<file path="config.mk">
export PLATFORM = sky130hd
export DESIGN_NAME = periodic_irq_gen
export DESIGN_NICKNAME = d
export VERILOG_FILES = /design/src/rtl/pirg_pkg.sv /design/src/rtl/pirg_rate_map.sv /design/src/rtl/pirg_prescaler.sv /design/src/rtl/pirg_regs.sv /design/src/rtl/periodic_irq_gen.sv
export SDC_FILE = /design/constraint.sdc
export NUM_CORES = 1
export LEC_CHECK = 0
export ABC_CLOCK_PERIOD_IN_PS = 2000
export BUFFER_PORTS_ARGS = -buffer_cell sky130_fd_sc_hd__buf_2
export CAP_MARGIN = 20
export CELL_PAD_IN_SITES_DETAIL_PLACEMENT = 1
export CELL_PAD_IN_SITES_GLOBAL_PLACEMENT = 1
export CORE_AREA = 5 5 82 77
export CTS_BUF_LIST = sky130_fd_sc_hd__clkbuf_4 sky130_fd_sc_hd__clkbuf_8 sky130_fd_sc_hd__clkbuf_16
export DETAILED_ROUTE_END_ITERATION = 10
export DIE_AREA = 0 0 87 82
export GPL_TIMING_DRIVEN = 0
export PLACE_DENSITY_LB_ADDON = 0.1
export SKIP_LAST_GASP = 1
export SYNTH_ARGS = -nofsm -noshare
export SYNTH_HDL_FRONTEND = slang
export SYNTH_SLANG_ARGS = --single-unit
</file>
<file path="constraint.sdc">
create_clock -name clk -period 2 [get_ports clk]
set_clock_uncertainty 0.05 [all_clocks]
set_input_delay 0 -clock clk [delete_from_list [all_inputs] [get_ports clk]]
set_output_delay 0 -clock clk [all_outputs]
set_load 0.05 [all_outputs]
</file>
<file path="src/rtl/pirg_pkg.sv">
package pirg_pkg;

  typedef struct packed {
    logic       uip;
    logic [2:0] dv;
    logic [3:0] rs;
  } ctrl_a_t;

  typedef struct packed {
    logic halt;
    logic pie;
    logic aie;
    logic uie;
    logic sqwe;
    logic bin;
    logic hr24;
    logic dse;
  } ctrl_b_t;

  localparam logic [2:0] DV_RUN       = 3'd2;
  localparam logic [3:0] RS_OFF       = 4'd0;
  localparam logic [3:0] RS_DEFAULT   = 4'd6;
  localparam logic [7:0] CTRL_B_RESET = 8'h42;
  localparam int         FLAG_BIT     = 6;

endpackage

</file>
<file path="src/rtl/pirg_rate_map.sv">
module pirg_rate_map
  import pirg_pkg::*;
#(
  parameter int CNT_W = 14
) (
  input  logic [3:0]       rs_i,
  output logic             en_o,
  output logic [CNT_W-1:0] mask_o
);

  logic [4:0] shift;

  // codes 1 and 2 break the power-of-two rule
  always_comb begin
    unique case (rs_i)
      4'd1:    shift = 5'd7;
      4'd2:    shift = 5'd8;
      default: shift = {1'b0, rs_i} - 5'd1;
    endcase
  end

  assign en_o = (rs_i != RS_OFF);

  for (genvar g = 0; g < CNT_W; g++) begin : g_mask
    assign mask_o[g] = (5'(g) < shift);
  end

endmodule

</file>
<file path="src/rtl/pirg_prescaler.sv">
module pirg_prescaler #(
  parameter int CNT_W = 14
) (
  input  logic             clk,
  input  logic             rst,
  input  logic             tick_i,
  input  logic             run_i,
  input  logic             en_i,
  input  logic [CNT_W-1:0] mask_i,
  output logic             pulse_o
);

  logic [CNT_W-1:0] cnt_q;
  logic             wrap;

  assign wrap = ((cnt_q & mask_i) == mask_i);

  always_ff @(posedge clk) begin
    if (rst) begin
      cnt_q   <= '0;
      pulse_o <= 1'b0;
    end else begin
      pulse_o <= run_i && en_i && tick_i && wrap;
      if (!run_i)      cnt_q <= '0;
      else if (tick_i) cnt_q <= cnt_q + 1'b1;
    end
  end

  assert_single_pulse_R8: assert property (@(posedge clk) disable iff (rst)
    pulse_o |=> !pulse_o);
  assert_pulse_after_tick_R8: assert property (@(posedge clk) disable iff (rst)
    pulse_o |-> $past(tick_i));
  assert_quiet_halted_R7: assert property (@(posedge clk) disable iff (rst)
    !run_i |=> !pulse_o);
  assert_quiet_off_R6: assert property (@(posedge clk) disable iff (rst)
    !en_i |=> !pulse_o);

endmodule

</file>
<file path="src/rtl/pirg_regs.sv">
module pirg_regs
  import pirg_pkg::*;
#(
  parameter int              ADDR_W = 8,
  parameter logic [ADDR_W-1:0] ADDR_A = 'h0A,
  parameter logic [ADDR_W-1:0] ADDR_B = 'h0B,
  parameter logic [ADDR_W-1:0] ADDR_C = 'h0C
) (
  input  logic              clk,
  input  logic              rst,
  input  logic              sel_i,
  input  logic              wr_i,
  input  logic [ADDR_W-1:0] addr_i,
  input  logic [7:0]        wdata_i,
  input  logic              pulse_i,
  output ctrl_a_t           ctrl_a_o,
  output ctrl_b_t           ctrl_b_o,
  output logic [7:0]        rdata_o,
  output logic              irq_o
);

  logic    rd, wr, hit_a, hit_b, hit_c;
  logic    flag_q;
  logic [7:0] rd_mux;

  assign rd    = sel_i & ~wr_i;
  assign wr    = sel_i & wr_i;
  assign hit_a = (addr_i == ADDR_A);
  assign hit_b = (addr_i == ADDR_B);
  assign hit_c = (addr_i == ADDR_C);

  always_comb begin
    rd_mux = 8'h00;
    if (hit_a)      rd_mux = {~ctrl_a_o.uip, ctrl_a_o.dv, ctrl_a_o.rs};
    else if (hit_b) rd_mux = ctrl_b_o;
    else if (hit_c) rd_mux[FLAG_BIT] = flag_q;
  end

  always_ff @(posedge clk) begin
    if (rst) begin
      ctrl_a_o <= '{uip: 1'b0, dv: DV_RUN, rs: RS_DEFAULT};
      ctrl_b_o <= ctrl_b_t'(CTRL_B_RESET);
      flag_q   <= 1'b0;
      rdata_o  <= 8'h00;
    end else begin
      if (wr && hit_a) begin
        ctrl_a_o.dv <= wdata_i[6:4];
        ctrl_a_o.rs <= wdata_i[3:0];
      end
      if (rd && hit_a) ctrl_a_o.uip <= ~ctrl_a_o.uip;
      if (wr && hit_b) ctrl_b_o <= ctrl_b_t'(wdata_i);
      if (pulse_i)             flag_q <= 1'b1;
      else if (rd && hit_c)    flag_q <= 1'b0;
      rdata_o <= rd ? rd_mux : 8'h00;
    end
  end

  assign irq_o = flag_q & ctrl_b_o.pie;

  assert_flag_set_R9: assert property (@(posedge clk) disable iff (rst)
    pulse_i |=> flag_q);
  assert_flag_clear_R9: assert property (@(posedge clk) disable iff (rst)
    (rd && hit_c && !pulse_i) |=> !flag_q);
  assert_uip_hold_R3: assert property (@(posedge clk) disable iff (rst)
    !(rd && hit_a) |=> $stable(ctrl_a_o.uip));
  assert_rdata_idle_R2: assert property (@(posedge clk) disable iff (rst)
    !rd |=> (rdata_o == 8'h00));

endmodule

</file>
<file path="src/rtl/periodic_irq_gen.sv">
module periodic_irq_gen
  import pirg_pkg::*;
#(
  parameter int                ADDR_W  = 8,
  parameter logic [ADDR_W-1:0] ADDR_A  = 'h0A,
  parameter logic [ADDR_W-1:0] ADDR_B  = 'h0B,
  parameter logic [ADDR_W-1:0] ADDR_C  = 'h0C,
  parameter int                TB_LOG2 = 15
) (
  input  logic              clk,
  input  logic              rst,
  input  logic              tick_i,
  input  logic              sel_i,
  input  logic              wr_i,
  input  logic [ADDR_W-1:0] addr_i,
  input  logic [7:0]        wdata_i,
  output logic [7:0]        rdata_o,
  output logic              pulse_o,
  output logic              irq_o
);

  localparam int CNT_W = TB_LOG2 - 1;

  ctrl_a_t          ctrl_a;
  ctrl_b_t          ctrl_b;
  logic             rate_en;
  logic [CNT_W-1:0] rate_mask;
  logic             run;

  assign run = (ctrl_a.dv == DV_RUN);

  pirg_regs #(
    .ADDR_W(ADDR_W), .ADDR_A(ADDR_A), .ADDR_B(ADDR_B), .ADDR_C(ADDR_C)
  ) regs_i (
    .clk(clk), .rst(rst), .sel_i(sel_i), .wr_i(wr_i), .addr_i(addr_i),
    .wdata_i(wdata_i), .pulse_i(pulse_o), .ctrl_a_o(ctrl_a),
    .ctrl_b_o(ctrl_b), .rdata_o(rdata_o), .irq_o(irq_o)
  );

  pirg_rate_map #(.CNT_W(CNT_W)) map_i (
    .rs_i(ctrl_a.rs), .en_o(rate_en), .mask_o(rate_mask)
  );

  pirg_prescaler #(.CNT_W(CNT_W)) pre_i (
    .clk(clk), .rst(rst), .tick_i(tick_i), .run_i(run), .en_i(rate_en),
    .mask_i(rate_mask), .pulse_o(pulse_o)
  );

endmodule

</file>
* Word-level counts from Yosys, hierarchy flattened
Cells that the tools add are included.
** Storage, ports and cells
- Register bits :: 40
- Output and inout port bits :: 10
- Bits of input ports :: 21
- Word-level logic and storage cells :: 65
** Operators by class
- Bitwise gates (word level) :: 8
- Reductions and logical operators :: 11
- Mux-type cells :: 8
- $add $sub $neg :: 2
- $lt $le $gt $ge :: 14
- Equality and inequality tests :: 7
** Operator list (number)
- $lt A4 B5 Y1 const A :: 6
- $eq A8 B4 Y1 const B :: 3
- $lt A3 B5 Y1 const A :: 4
- $add A14 B1 Y14 const B :: 1
- $and A14 B14 Y14 :: 1
- $eq A14 B14 Y1 :: 1
- $lt A1 B5 Y1 const A :: 2
- $lt A2 B5 Y1 const A :: 2
- $pmux W5 S2 :: 1
- $mux W8 :: 1
- $logic_and A1 B1 Y1 :: 7
- $mux W6 :: 1
- $mux W1 :: 5
- $sub A4 B1 Y5 const B :: 1
- $eq A4 B1 Y1 const B :: 1
- $eq A4 B2 Y1 const B :: 1
- $not A1 Y1 :: 4
- $reduce_bool A4 Y1 :: 1
- $reduce_or A2 Y1 :: 2
- $and A1 B1 Y1 :: 3
- $eq A3 B2 Y1 const B :: 1
- $reduce_bool A2 Y1 :: 1

* Longest topological paths before layout
Gate-level depths: netlist of the first run.
- Depth in word-level cells :: 6
- Gate-level depth with buffers :: 9
- Depth with buffers taken out :: 8

* By module
From an unflattened synthesis of the first run, not the netlist that was laid out.
** Second synthesis, totals
- Cells, all modules :: 267
- Area, all modules :: 2301.0 µm²
** Modules (own cells, without submodules)
- pirg_regs :: seq. area each 500.5 µm², area each 1104.8 µm², instances 1, cells an instance 111
- pirg_prescaler :: seq. area each 300.3 µm², area each 799.5 µm², instances 1, cells an instance 94
- pirg_rate_map :: seq. area each 0.0 µm², area each 384.1 µm², instances 1, cells an instance 61
- periodic_irq_gen :: seq. area each 0.0 µm², area each 12.5 µm², instances 1, cells an instance 1

* Worst setup path after synthesis of the first run
Ideal clock, no wire load.
- Path type :: register to register
- From :: reg regs_i.ctrl_a_o[0] in the netlist's numbering
- To :: reg pre_i.pulse_o
- Slack :: -0.150 ns
- Library setup time :: 0.088 ns
- Stages on the path, launching flop included :: 9
- Arrival :: 2.012 ns
- Data required time :: 1.862 ns
- Path buffers :: 2
- Clock period less this slack :: 2.150 ns
- Path through :: dfxtp_1 > clkbuf_2 > inv_1 > ha_1 > clkbuf_1 > o41ai_1 > o211ai_1 > a311o_1 > nor4_2
** On the way
- Longest elaborated chain between the ends :: 6
- Elaborated cells between the ends (all ways) :: 24
- Classes of those cells :: add/sub (1); order compare (14); eq/ne (3); mux (1); bitwise (1); reduce/logical (4)
** RTL lines
- start: declaration :: RTL line pirg_regs.sv:16 : output ctrl_a_t ctrl_a_o,
- start signal: assignment :: RTL line pirg_regs.sv:41 : ctrl_a_o <= '{uip: 1'b0, dv: DV_RUN, rs: RS_DEFAULT};
- $sub A4 B1 Y5, or another cell as far along :: RTL line pirg_rate_map.sv:18 : default: shift = {1'b0, rs_i} - 5'd1;
- $pmux W5 S2 :: RTL line pirg_rate_map.sv:15 : unique case (rs_i)
- $lt A1 B5 Y1, or another cell as far along :: RTL line pirg_rate_map.sv:25 : assign mask_o[g] = (5'(g) < shift);
- $and A14 B14 Y14 :: RTL line pirg_prescaler.sv:16 : assign wrap = ((cnt_q & mask_i) == mask_i);
- $eq A14 B14 Y1 :: RTL line pirg_prescaler.sv:16
- $logic_and A1 B1 Y1 (*) :: RTL line pirg_prescaler.sv:23 : pulse_o <= run_i && en_i && tick_i && wrap;
- end signal: assignment :: RTL line pirg_prescaler.sv:23
- end: declaration :: RTL line pirg_prescaler.sv:10 : output logic pulse_o
Mark *: on every way between the ends. The rest lies on a longest branch, timed or not.
A chain may end at the register's enable or synchronous reset.

* Worst setup path after layout of the first run
Same ends and word-level chain as after synthesis.

==> results.txt, run 1 <==
* Unrepaired setup endpoints after global routing: yes
- Of the total synthesized cell area, the portion taken by XOR and XNOR cells is under 10%.
- Unique cell type count in the Yosys netlist: 44
- Commonest non-fill, non-tap cells in the layout: 37 x sky130_fd_sc_hd__dfxtp_1, 35 x sky130_fd_sc_hd__nor2_1, 31 x sky130_fd_sc_hd__nand2_1, 31 x sky130_fd_sc_hd__buf_2, 14 x sky130_fd_sc_hd__a21oi_1
* Vias in the first global route: ~1800
- From synthesis to final layout, the design area changed by 24.35%.
- Summed over all cells, the static leakage comes to around 0.9 nW.
- The routed layout has roughly 1700 vias.
- The post-route netlist has between 10% and 20% of its cells at a drive strength greater than 1.
- Maximum clock frequency: approximately 480 MHz
- Hold Crit Depth: 3
- Setup slack on the worst flop-to-flop path: -0.07 ns
- Clock transition time at the flip-flop clock pins of the worst setup and hold paths: approximately 0.080 ns
* Synth Area in Compound Gates: 15.71%
* Number of buffers added on ports: 29
- The number of antenna diodes in the final layout is 0.
- Standard cell core area: between 5000 and 6000 sq um
* Placement row count: 26
- Most common library cell in the layout ignoring fill and taps: sky130_fd_sc_hd__dfxtp_1
- Of all nets on the critical path, the largest fanout is 8.
* Worst rel slew slack: between 50% and 60%
- The floorplan step defined a die boundary enclosing 7134 sq um.
- Total length of routed wires: around 5000 um
* Die width: 87 um
* Clock Path Buffers: 2
* Tightest hold margin: roughly 0.010 ns
- Using the TritonRoute via totals, the vias-per-cell ratio works out to 5.046.
- Each instance of the synthesized netlist takes up on average between 8 and 9 sq um.
- The signal on the critical path passes through clkbuf_8 -> inv_1 -> ha_2 -> nor3b_2 -> o2bb2ai_1 -> nor2b_1 -> o31ai_1 -> o22ai_1 -> nor4_2.
- Number of antenna violations at the first check in global routing: 0
* Maximum Capacitance Violations: 0
- The synthesized netlist devotes a little over a quarter of its cell area to simple gates.
- For this configuration, the core starts out at a cell density of 35.19%.
- Count of final hold-check violations: 0
- Crit. Startpoint: regs_i.ctrl_a_o[0]
- Hold_sp: rst
- Gate count of the mapped netlist: ~230
- For the worst setup path, the data arrival time is roughly 2.2 ns.
- Clock tree synthesis inserted a total of 5 buffers.
* Final Critical Period: between 2 and 2.5 ns
- Final nets: ~300
- After synthesis, the largest family of logic cells by area is simple AND/OR/NAND/NOR gates.
* Layout filler cell count: 660
* Yosys synthesis warning count: 0
* Global route total overflow: 0
* Crit-path max cell delay: ~0.33 ns
- STA classifies the critical path endpoint as a register.
- Max Transition Viols Final: 0
- Number of nets produced by synthesis: between 200 and 300
- STA puts the critical path data required time at 2.15 ns.
* R2R depth: 9
- After the first detailed-routing iteration, the DRC count stood at 63.
- After detailed routing, the average wire length per cell comes to 14.61 um.
- Share of synthesized registers carrying an async set or reset: 0%
- 31 I/O pins were placed.
- After Yosys synthesis, full adders, half adders and majority gates account for 2.618% of the synthesized area.
- Area of the mapped netlist: ~1900 sq um
- Entering global routing, the biggest net connects 12 pins.
- The wire-length estimate of the detail-placed layout is roughly 3700 um.
- The path class of the tightest hold or removal check is in -> reg.
* Design Power: around 1.4 mW
- Clock latency reported for the late side of the worst-skew pair: between 0.2 and 0.3 ns
- Slowest cell on crit path: sky130_fd_sc_hd__dfxtp_2
- The setup path with the least slack is of type reg -> reg.
* Count of nets left with antenna violations after detail routing: 0
- Routability congestion estimate: 0.7660
* Sequential area share after synthesis: a little over two fifths
- The synthesized design contains 40 register bits.
- First-pass GRT wire length: ~8800 um
- After detailed routing, the number of remaining DRC violations is 0.
- The clock net in this run drives a total of 40 sinks.
* Vert. Die Dim: ~82 um
- For the pin with the worst max-slew slack, the measured transition is around 0.74 ns.
- TritonCTS built the clock tree.
- FF-to-FF Start: regs_i.ctrl_a_o[0]
- The worst setup path is launched from a register.
* Violations in the final reports: negative setup slack
- Global-route usage over all layers: around 16%
- CTS built an H-tree with a depth of 2.
- Root buffer cell: sky130_fd_sc_hd__clkbuf_8
- The first detailed-routing pass ran for 4 iterations.
- IR analysis of the VDD net gives a maximum drop of 0.0003298 V.
- Prevailing post-synth register cell: sky130_fd_sc_hd__dfxtp_1
* Mux contribution to synthesized area: under 10%
- EDFF count, synth: 0
- After layout, the worst setup slack is -0.07103 ns.
* Endpoint, Worst Hold: regs_i.ctrl_a_o[5]
- Run status: finished, violations left
- PwrDens: 591.8 nW/um^2
- Setup violations remaining at the end of the flow were counted as 1.
* Fraction of the cycle the final worst path needs: 103.6%
- End of the worst register-to-register path: pre_i.pulse_o
## critical path: cells and delay by family (launching register included)
kind	cells	cell delay (ns)
AOI/OAI and AO/OA	3	0.46
adders and majority gates	1	0.27
buffers and inverters	2	0.27
DFF	1	0.33
and+or+nand+nor	3	0.61
## kinds of logic after synthesis
| kind of cell | count (synthesis) |
|---|---|
| xor gates and xnor gates | 13 |
| buffers and inverters | 18 |
| AOI/OAI and AO/OA | 47 |
| and+or+nand+nor | 102 |
| muxes | 7 |
| adders and majority gates | 4 |
| DFF | 40 |
## final cells by class
class	instances	area, sq um	share of cell area [%]
inverters	8	30.03	1.263
clock buffers	6	76.32	3.211
clock inverters	1	5.005	0.2105
repair buffers	39	242.7	10.21
flip-flops and latches	40	804.5	33.84
multi-input cells	173	1077	45.32
plain buffers	9	53.80	2.263
well taps	70	87.58	3.684
## per-layer routing
| layer | vias to the layer above | wire length, um | share of wire (%) | track usage [%] |
|---|---|---|---|---|
| met2 | 30 | 2205 | 44 | 25.04 |
| met4 | 0 | 33 | 0.65 | 3.738 |
| li1 | 893 | - | - | - |
| met5 | - | 0 | 0 | 0 |
| met3 | 2 | 228 | 4.5 | 3.611 |
| met1 | 821 | 2587 | 51 | 21.74 |
## how the worst max path moves through the flow
stage          cells past startpoint  slack, ns       endpoint
3_3_place_gp                       8      -0.31  pre_i.pulse_o
4_1_cts                            9      -0.11  pre_i.pulse_o
5_1_grt                            9      -0.20  pre_i.pulse_o
2_1_floorplan                      9       0.02  pre_i.pulse_o
3_5_place_dp                       8      -0.31  pre_i.pulse_o
6_report                           9      -0.07  pre_i.pulse_o
## through the flow
| step | TNS, ns | std cells | worst slack (ns) | utilization (%) | instance area [sq um] |
|---|---|---|---|---|---|
| final | -0.07103 | 346 | -0.07103 | 43.76 | 2377 |
| after floorplan | 0 | 231 | 0.02393 | - | 1932 |
| after CTS | -0.1133 | 345 | -0.1133 | 43.51 | 2364 |
| after global routing | -0.2006 | 346 | -0.2006 | 43.76 | 2377 |
| after global placement | -0.7730 | 330 | -0.3138 | 39.84 | 2165 |
| after detailed placement | -1.277 | 330 | -0.3079 | 39.84 | 2165 |
## registers in the layout, indices dropped and copies added (netlist names)
name             count
pre_i.cnt_q         14
pre_i.pulse_o        1
regs_i.ctrl_a_o      8
regs_i.ctrl_b_o      8
regs_i.flag_q        1
regs_i.rdata_o       8
## repair_timing
action / in CTS / in global routing
pin swaps: 1 / 1
gates resized for setup: 8 / 5
hold buffers: 9 / 0
endpoints found under the hold margin: 15 / 0
endpoints found under the setup margin: 1 / 2
buffers inserted: 0 / 1
## report_power, final
group | switching, mW | leakage (nW) | total (mW) | internal, mW
clock | 0.266 | 0.0445 | 0.516 | 0.251
combinational | 0.0429 | 0.523 | 0.0831 | 0.0402
sequential | 0.00684 | 0.323 | 0.807 | 0.801
## Yosys cell counts (all sizes together) (4+ instances only)
master   n  area (sq um)
xnor2    6         52.55
nand3   10         50.05
xor2     7         61.31
nor2    35         131.4
dfxtp   40         800.8
o21ai   10         50.05
inv      8         30.03
clkbuf   7         27.52
a22oi    8         60.06
mux2i    7         70.07
ha       4         50.05
nand2   31         116.4
nor2b    4         25.02
a21oi   14         70.07
(Power assumes the default switching activity.)
==> inputs of run 2 (changes only) <==
--- a/config.mk
+++ b/config.mk
@@ -10,12 +10,13 @@
 export CAP_MARGIN = 20
 export CELL_PAD_IN_SITES_DETAIL_PLACEMENT = 1
 export CELL_PAD_IN_SITES_GLOBAL_PLACEMENT = 1
-export CORE_AREA = 5 5 82 77
+export CORE_AREA = 5 5 101 65
 export CTS_BUF_LIST = sky130_fd_sc_hd__clkbuf_4 sky130_fd_sc_hd__clkbuf_8 sky130_fd_sc_hd__clkbuf_16
 export DETAILED_ROUTE_END_ITERATION = 10
-export DIE_AREA = 0 0 87 82
+export DIE_AREA = 0 0 106 70
 export GPL_TIMING_DRIVEN = 0
 export PLACE_DENSITY_LB_ADDON = 0.1
+export SETUP_SLACK_MARGIN = 0.02
 export SKIP_LAST_GASP = 1
 export SYNTH_ARGS = -nofsm -noshare
 export SYNTH_HDL_FRONTEND = slang
==> run 2 against run 1 <==
Against the previous run: largest power group unchanged; via count increased by 0.92%; sequential share of layout area down 0.39 points; first-iteration DRC count grew 17%; sequential power about the same; cell count is the same; the run still ends with negative setup slack left; setup slack worse by 0.050 ns; critical path depth stayed put; core utilization up 0.11 points; clock power increased by 14%; highest routed layer unchanged; maximum frequency shrank 2.4%; global-route usage is 0.78 points lower; flip-flop and latch count unchanged.
==> results.txt, run 2 (same netlist as run 1, synthesis figures left out) <==
- Data arrives at the worst endpoint at between 2 and 2.5 ns.
* Unrepaired setup endpoints after global routing: yes
- TritonCTS created 5 clock buffers.
- Counting buffers and inverters, the worst setup path is 9 cells deep.
- Run status: finished, violations left
* Maximum Capacitance Violations: 0
* Final Critical Period: 2.121 ns
- On the worst path, the slowest cell contributes a delay of 0.35 ns.
- Initial core utilization: a little over a third
- Relative area change from synthesis to final layout: 25.39%
- Of the cells placed in the final design, the portion with a size suffix greater than 1 is 19.13%.
- Sw frac: a little under a quarter
- At the end of routability-driven placement, the weighted congestion stood at roughly 0.8.
- Summing over every cut layer, the via total after detailed routing is ~1800.
- After clock tree synthesis, the clock-pin slew on the worst setup and hold paths is 0.08 ns.
- The final layout contains about 300 nets.
- H-tree level count: 2
- Clock latency reported for the late side of the worst-skew pair: 0.29 ns
- The die covers 7420 sq um.
- TritonCTS built the clock tree.
- Endpoint type of the worst setup path: register
- VDD IR max: roughly 0.00026 V
* Setup slack on the worst flop-to-flop path: -0.12 ns
- The detailed router finished its first iteration with 74 violations.
* Cell breakdown of the critical path: clkbuf_8 -> inv_2 -> ha_4 -> inv_1 -> o32a_1 -> o21ai_2 -> a21oi_1 -> a311o_1 -> nor4_2
- For this run, the total global-route usage over all layers was measured as between 10% and 20%.
- Antenna Cells: 0
* CP Buf/Inv Count: 3
- Vias in the first global route: between 1500 and 2000
- The number of max-slew violations in the final report is 0.
- Number of antenna violations at the first check in global routing: 0
- STA puts the critical path data required time at between 2 and 2.5 ns.
- Violations in the final reports: negative setup slack
- Slew of the pin with the lowest slew margin: between 0.7 and 0.8 ns
- Number of buffers added on ports: 29
- For this design, the sink count on the clock tree is 40.
* Critical Setup Path Class: reg -> reg
- Derived from the worst setup path, the maximum achievable clock frequency is between 400 and 500 MHz.
- After detailed routing, the number of vias per cell comes to 5.092.
* Commonest non-fill, non-tap cells in the layout: 39 x sky130_fd_sc_hd__dfxtp_1, 35 x sky130_fd_sc_hd__nor2_1, 31 x sky130_fd_sc_hd__nand2_1, 31 x sky130_fd_sc_hd__buf_2, 14 x sky130_fd_sc_hd__a21oi_1
* Die width: approximately 110 um
* Largest register FFs: 14
- Setup violations remaining at the end of the flow were counted as 1.
- Across all hold checks on the routed design, the worst slack comes to slightly below 0.06 ns.
* Sequential share of power: a little over half
- Detailed Routing Iterations Pass 1: 4
- The worst pin sits at a relative slew slack of between 50% and 60%.
- Vert. Die Dim: roughly 70 um
* Hold Crit Depth: 5
* Combinational share of power: about 5.7%
- Across all setup checks in the final design, the least slack found is -0.1212 ns.
* Root buffer cell: sky130_fd_sc_hd__clkbuf_8
* Largest driver fanout on the critical path: 8
* Number of top-level pins: 31
* Critical path's top delay family: compound AO/OA/AOI/OAI gates
- Entering global routing, the biggest net connects 13 pins.
- Placement row count: 21
* Hold_sp: addr_i[1]
* Crit. Startpoint: regs_i.ctrl_a_o[0]
* Total length of routed wires: ~5400 um
- Summed over all nets, the switching power comes to around 0.34 mW.
- R2R depth: 9
- Ranked by flip-flop count, first place goes to pre_i.cnt_q.
- Dividing total power by cell area gives a power density of 617.2 nW/um^2.
- Layout filler cell count: roughly 660
- Leaving out fill and tap cells, the most frequent cell in the layout is sky130_fd_sc_hd__dfxtp_1.
- After detailed routing, the average wire length per cell comes to 15.68 um.
- Summed over all layers, the global routing overflow is 0.
- Hold/Removal Path Class: in -> reg
* End of the worst register-to-register path: pre_i.pulse_o
* Count of nets left with antenna violations after detail routing: 0
- The worst register-to-register path begins at regs_i.ctrl_a_o[0].
- Number of remaining DRC errors: 0
- The clock network accounts for a little under 40% of the total power.
* Util after Layout: approximately 44%
- Once detailed placement completed, the half-perimeter wirelength came to between 4000 and 5000 um.
- Standard cell core area: 5465 sq um
* Clock Path Buffers: 2
- Startpoint class of the critical path: register
- Count of final hold-check violations: 0
- Internal: between 1 and 1.5 mW
- Fraction of the cycle the final worst path needs: 106.1%
- Slowest cell on crit path: sky130_fd_sc_hd__dfxtp_1
- The worst hold path terminates at regs_i.flag_q.
- First-pass GRT wire length: slightly below 9000 um
* P_leak: just under 0.9 nW
-- run 2: cell count changes in the layout (fill, tap and decap cells not counted), sizes merged --
| cell | before | now |
|---|---|---|
| buf | 33 | 32 |
| clkbuf | 12 | 13 |
| clkinv | 1 | 0 |
| clkinvlp | 0 | 1 |
| dlygate4sd3 | 9 | 10 |
-- run 2: how the worst max path moves through the flow --
stage                          endpoint  slack, ns
after CTS                 pre_i.pulse_o      -0.12
after global placement    pre_i.pulse_o      -0.36
after global routing      pre_i.pulse_o      -0.25
after detailed placement  pre_i.pulse_o      -0.40
final                     pre_i.pulse_o      -0.12
after floorplan           pre_i.pulse_o       0.02
-- run 2: final cells by class --
cell class	count	area, sq um	share of cell area, %
Timing Repair Buffer	39	245.2	10.23
Clock buffer	7	90.09	3.758
Buffer	9	53.80	2.244
Clock inverter	1	7.507	0.3132
Tap cell	69	86.33	3.601
Sequential cell	40	802.0	33.46
Multi-Input combinational cell	173	1082	45.15
Inverter	8	30.03	1.253
-- run 2: power by group through the flow --
stage	combinational (mW)	clock (mW)	sequential (mW)
floorplan	0.0323	0	0.824
global placement	0.0689	0	0.826
detailed placement	0.0685	0	0.826
CTS	0.0842	0.608	0.807
global route	0.0932	0.640	0.808
finish	0.0844	0.588	0.807
-- run 2: metrics by stage --
stage	cell area, sq um	setup TNS (ns)	cells	setup WS, ns	power [mW]
2_1_floorplan	1932	0	231	0.02393	0.8566
3_3_place_gp	2163	-0.4488	329	-0.3584	0.8950
3_5_place_dp	2163	-0.5211	329	-0.4046	0.8943
4_1_cts	2397	-0.1162	346	-0.1162	1.499
5_1_grt	2397	-0.2550	346	-0.2550	1.541
6_report	2397	-0.1212	346	-0.1212	1.480
-- run 2: worst register-to-register path, stage by stage (launching register included) --
cell	delay, ns
sky130_fd_sc_hd__dfxtp_1	0.35
sky130_fd_sc_hd__clkbuf_8	0.16
sky130_fd_sc_hd__inv_2	0.07
sky130_fd_sc_hd__ha_4	0.30
sky130_fd_sc_hd__inv_1	0.05
sky130_fd_sc_hd__o32a_1	0.33
sky130_fd_sc_hd__o21ai_2	0.16
sky130_fd_sc_hd__a21oi_1	0.09
sky130_fd_sc_hd__a311o_1	0.31
sky130_fd_sc_hd__nor4_2	0.16
-- run 2: routing by layer --
layer | wire, um | up-vias | track usage [%]
met5 | 0 | - | 0
met4 | 42 | 0 | 4.023
met3 | 313 | 4 | 3.407
met2 | 2154 | 43 | 20.76
met1 | 2917 | 822 | 22.98
li1 | - | 893 | -
-- run 2: repair_timing --
item,CTS,global route
hold endpoints to repair,15,0
buffers inserted,0,0
hold buffers,10,0
resized for setup,11,0
setup endpoints to repair,1,1
